$ cat config.mk
export PLATFORM = sky130hd
export DESIGN_NAME = fm_line_modulator
export DESIGN_NICKNAME = d
export VERILOG_FILES = /design/src/rtl/fm_line_pkg.sv /design/src/rtl/fm_bitclk_gen.sv /design/src/rtl/fm_half_bit_toggle.sv /design/src/rtl/fm_cts_gate.sv /design/src/rtl/fm_line_modulator.sv
export SDC_FILE = /design/constraint.sdc
export NUM_CORES = 1
export LEC_CHECK = 0
export CAP_MARGIN = 20
export CORE_AREA = 4 4 41 43
export CTS_CLUSTER_SIZE = 8
export DETAILED_ROUTE_END_ITERATION = 7
export DIE_AREA = 0 0 45 47
export DONT_BUFFER_PORTS = 1
export HOLD_SLACK_MARGIN = 0.05
export SLEW_MARGIN = 10
export SYNTH_ARGS = -nofsm -noshare
export SYNTH_HDL_FRONTEND = slang
export SYNTH_SLANG_ARGS = --single-unit
$ cat constraint.sdc
create_clock -name clk -period 1.55 [get_ports clk]
set_clock_uncertainty 0.15 [all_clocks]
set_input_delay 0.2325 -clock clk [delete_from_list [all_inputs] [get_ports clk]]
set_output_delay 0.2325 -clock clk [all_outputs]
set_load 0.05 [all_outputs]
$ cat src/rtl/fm_line_pkg.sv
package fm_line_pkg;

  // Toggle condition for the line flip-flop: always for a zero bit,
  // only during the high half of the bit clock for a one bit.
  function automatic logic tx_cond_f(input logic data, input logic bclk);
    return data ? bclk : 1'b1;
  endfunction

  // Next line level for one master-clock edge.
  function automatic logic line_next_f(input logic cur, input logic enable,
                                       input logic tick, input logic cond);
    if (!enable) return 1'b0;
    if (tick && cond) return ~cur;
    return cur;
  endfunction

  // Saturating increment for the clear-to-send period counter.
  function automatic int unsigned sat_inc_f(input int unsigned cur,
                                            input int unsigned limit);
    return (cur >= limit) ? limit : cur + 1;
  endfunction

endpackage

$ cat src/rtl/fm_bitclk_gen.sv
module fm_bitclk_gen (
  input  logic clk,
  input  logic rst_n,
  input  logic carrier_tick,
  output logic bit_clk,
  output logic bit_rise
);
  logic bclk_q;

  always_ff @(posedge clk) begin
    if (!rst_n)            bclk_q <= 1'b0;
    else if (carrier_tick) bclk_q <= ~bclk_q;
  end

  // The edge that will take the bit clock from low to high.
  assign bit_rise = carrier_tick & ~bclk_q;
  assign bit_clk  = bclk_q;
endmodule

$ cat src/rtl/fm_half_bit_toggle.sv
module fm_half_bit_toggle
  import fm_line_pkg::*;
(
  input  logic clk,
  input  logic rst_n,
  input  logic enable,
  input  logic toggle_tick,
  input  logic tx_data,
  input  logic bit_clk,
  output logic tx_cond,
  output logic line_out
);
  logic line_q;

  assign tx_cond = tx_cond_f(tx_data, bit_clk);

  always_ff @(posedge clk) begin
    if (!rst_n) line_q <= 1'b0;
    else        line_q <= line_next_f(line_q, enable, toggle_tick, tx_cond);
  end

  assign line_out = line_q;
endmodule

$ cat src/rtl/fm_cts_gate.sv
module fm_cts_gate
  import fm_line_pkg::*;
#(
  parameter int unsigned CTS_PERIODS = 32
) (
  input  logic clk,
  input  logic rst_n,
  input  logic rts_in,
  input  logic bit_rise,
  input  logic dend,
  output logic delay_done,
  output logic ended,
  output logic cts
);
  localparam int unsigned CW = $clog2(CTS_PERIODS + 1);
  localparam logic [CW-1:0] LIMIT = CW'(CTS_PERIODS);

  logic [CW-1:0] cnt_q;
  logic          end_q;

  always_ff @(posedge clk) begin
    if (!rst_n || !rts_in) begin
      cnt_q <= '0;
      end_q <= 1'b0;
    end else begin
      if (bit_rise) cnt_q <= CW'(sat_inc_f(int'(cnt_q), CTS_PERIODS));
      if (dend)     end_q <= 1'b1;
    end
  end

  assign delay_done = (cnt_q == LIMIT);
  assign ended      = end_q;
  assign cts        = rts_in & delay_done & ~end_q;
endmodule

$ cat src/rtl/fm_line_modulator.sv
module fm_line_modulator #(
  parameter int unsigned CTS_PERIODS = 32
) (
  input  logic clk,
  input  logic rst_n,
  input  logic carrier_tick,
  input  logic toggle_tick,
  input  logic tx_data,
  input  logic rts_in,
  input  logic dend,
  output logic line_out,
  output logic bit_clk,
  output logic cts,
  output logic rts_out
);
  logic bit_rise;
  logic tx_cond;
  logic delay_done;
  logic ended;
  logic rts_q;

  fm_bitclk_gen u_bclk (
    .clk          (clk),
    .rst_n        (rst_n),
    .carrier_tick (carrier_tick),
    .bit_clk      (bit_clk),
    .bit_rise     (bit_rise)
  );

  fm_half_bit_toggle u_fm (
    .clk         (clk),
    .rst_n       (rst_n),
    .enable      (rts_in),
    .toggle_tick (toggle_tick),
    .tx_data     (tx_data),
    .bit_clk     (bit_clk),
    .tx_cond     (tx_cond),
    .line_out    (line_out)
  );

  fm_cts_gate #(.CTS_PERIODS(CTS_PERIODS)) u_cts (
    .clk        (clk),
    .rst_n      (rst_n),
    .rts_in     (rts_in),
    .bit_rise   (bit_rise),
    .dend       (dend),
    .delay_done (delay_done),
    .ended      (ended),
    .cts        (cts)
  );

  always_ff @(posedge clk) begin
    if (!rst_n) rts_q <= 1'b0;
    else        rts_q <= rts_in;
  end

  assign rts_out = rts_q;
endmodule

==> impl_metrics.json <==
{
  "rsz0062_at_grt": "yes",
  "status": "finished with violations",
  "post-route-min-period_ns": 1.67,
  "slew_viol_final": 0,
  "tritoncts": "built",
  "cts-root-buf": "clkbuf_4",
  "clock_sinks": 10,
  "leakagePower_uw": 0.000234,
  "placed_area_sq_um": 527,
  "seq_area_sq_um": 203,
  "syn_area_sq_um": 443,
  "cp-endpoint": "cts",
  "timing.rr.start": "u_cts.cnt_q[0]$_SDFFE_PP0P_",
  "violations": "setup timing",
  "drv_cap": 0,
  "core-area_sq_um": 1300,
  "crit_path_start": "u_cts.cnt_q[1]$_SDFFE_PP0P_",
  "tightestPinTransition_ns": 0.488,
  "end_kind": "primary output",
  "start_kind": "register",
  "wl_per_cell_microns": 12.4,
  "top_level_ports": 11,
  "ys_ff_latch": 10,
  "first_global_vias": 402,
  "design.die.area_sq_um": 2120,
  "routed_wirelength_microns": 967,
  "max_freq_ghz": 0.599,
  "cp.required_ns": 1.17,
  "num_vias": 393,
  "clockBufferDepth": 2,
  "ys.warnings.count": 0,
  "globalRoute.totalOverflow": 0,
  "r2r_end": "u_cts.cnt_q[4]$_SDFFE_PP0P_",
  "finish.instance_area_sq_um": 612,
  "layoutNonFillerInstCount": 78,
  "r2r_cells": 5,
  "path_class": "register to primary output",
  "drtIter0Drc": 9,
  "syn_nets": 60,
  "htreeDepth": 1,
  "grt_max_degree": 7,
  "dr.pass1.iters": 4,
  "grt_pass1_wl_microns": 1610,
  "synth_edf_count": 0,
  "clk_pin_slew_ns": 0.06,
  "drive_above_1_share_pct": 28.6,
  "numCtsBuffers": 3,
  "areaGrowthSynthToFinish_pct": 38.1,
  "seq_area_frac_synth_pct": 45.2,
  "setup_viol": 1,
  "drc": 0,
  "fin_ws_ns": -0.120,
  "io_buffers": 0,
  "fin_util_pct": 47.0,
  "num-nets-final": 74,
  "syn_inst": 51,
  "setup_tns_ns": -0.120,
  "ant_nets": 0,
  "hold_path.class": "input port to register",
  "fin_crit_sh_pct": 108,
  "yosys_most_used_dff": "dfxtp_1",
  "synth_cell_types": 21,
  "reg2reg_slack_ns": 0.18,
  "antenna_cells": 0,
  "rows": 13,
  "track_usage_pct": 11.3,
  "slew-limit-headroom_pct": 67.4,
  "antenna_found_initial": 0,
  "fp.dieW_microns": 45,
  "clkLatencyLatePin_ns": 0.26,
  "cp_max_fo": 2,
  "syn_area_per_cell_sq_um": 8.68,
  "floorplan.initialDensity_pct": 34.0,
  "fp.dieH_microns": 47,
  "routabilityCongestion": 0.720,
  "placed_cells": 71,
  "hold_viol": 0,
  "num-fill-cells": 137,
  "synth-async-reset-ratio_pct": 0,
  "p_per_area_nw_per_um2": 839,
  "viasPerCell": 5.04,
  "ir_drop_uv": 555,
  "hpwl_microns": 713,
  "cts_setup_buffers": 0,
  "multi_input_area_sq_um": 259,
  "cp.arrival_ns": 1.29
}
## report_power, final
group	total (uW)	internal [uW]	switching, uW
clock network	175	89.6	85.4
registers	276	265	11.0
logic	62.4	29.1	33.2
total	513	384	130
## layout make-up
type	count	share of cell area [%]
Tap cell	15	3.07
Multi-Input combinational cell	36	42.3
Clock buffer	3	3.68
Inverter	5	3.07
Timing Repair Buffer	9	14.7
Sequential cell	10	33.1
## cells in the final DEF (no fill, tap or decap)
cell type,n
dfxtp_1,8
nor2_1,5
a21oi_1,4
dlygate4sd3_1,4
buf_4,4
nand2_1,3
inv_1,3
o21ai_0,3
or3_1,3
clkbuf_4,3
inv_2,2
nand3_1,2
dfxtp_2,2
nor2_2,1
nand3_2,1
nor4b_4,1
and2b_2,1
a21o_1,1
xnor2_1,1
nand4b_1,1
nand2b_1,1
or2b_1,1
a21boi_0,1
o21ba_2,1
nor2b_1,1
nand3b_1,1
xor2_1,1
ha_4,1
ha_1,1
buf_12,1
## worst max-delay path: stages (launching register included)
cell and delay, ns:
dfxtp_2 0.32, inv_2 0.06, ha_4 0.13, nand3_2 0.07, nor4b_4 0.27, buf_12 0.18
## kinds of logic (layout without fill, tap and decap cells)
group | Yosys count | count (layout) | share of synthesized area (%)
compound gates | 10 | 10 | 13.6
xor+xnor | 2 | 2 | 3.96
fa+ha+maj | 2 | 2 | 5.65
simple gates | 22 | 22 | 27.4
flops | 10 | 10 | 45.2
buf+inv | 5 | 17 | 4.24
## worst min-delay path by stage
stage                             from                     endpoint  cells after the start
after floorplan                   dend     u_cts.ended$_SDFFE_PP0P_                      2
after global placement            dend     u_cts.ended$_SDFFE_PP0P_                      2
after detailed placement          dend     u_cts.ended$_SDFFE_PP0P_                      2
after CTS                 carrier_tick  u_bclk.bit_clk$_SDFFE_PN0P_                      2
after global routing      carrier_tick  u_cts.cnt_q[2]$_SDFFE_PP0P_                      3
final                     carrier_tick  u_cts.cnt_q[2]$_SDFFE_PP0P_                      3
## per-stage QoR
| stage | worst slack (ns) | total power [uW] | hold slack [ns] |
|---|---|---|---|
| 2_1_floorplan | -0.0651 | 317 | 0.198 |
| 3_3_place_gp | 0.142 | 330 | 0.201 |
| 3_5_place_dp | 0.132 | 331 | 0.206 |
| 4_1_cts | -0.192 | 522 | 0.0593 |
| 5_1_grt | -0.183 | 541 | 0.0502 |
| 6_report | -0.120 | 513 | 0.0679 |
## synth_stat cells (all sizes together) (2+ instances only)
library cell	instances	area [sq um]
a21oi	4	20.0
dfxtp	10	200
ha	2	25.0
inv	5	18.8
nand2	3	11.3
nand3	3	15.0
nor2	6	22.5
o21ai	3	15.0
or3	3	18.8
## flip-flops by register name, indices dropped and copies added (netlist names)
register and cells:
u_cts.cnt_q 6, rts_out 1, u_cts.ended 1, u_fm.line_out 1, u_bclk.bit_clk 1
## layer usage
layer	global-route usage (%)	part of all wire [%]
met1	12.0	43
met2	17.5	50
met3	3.83	3.7
met4	10.5	3.0
met5	0	0
## repair_timing
action | CTS | global route
hold buffers | 4 | 0
pin swaps | 3 | 2
resized for setup | 7 | 1
setup endpoints to repair | 1 | 1
hold endpoints to repair | 4 | 0
Power figures use the tool's default switching activity.
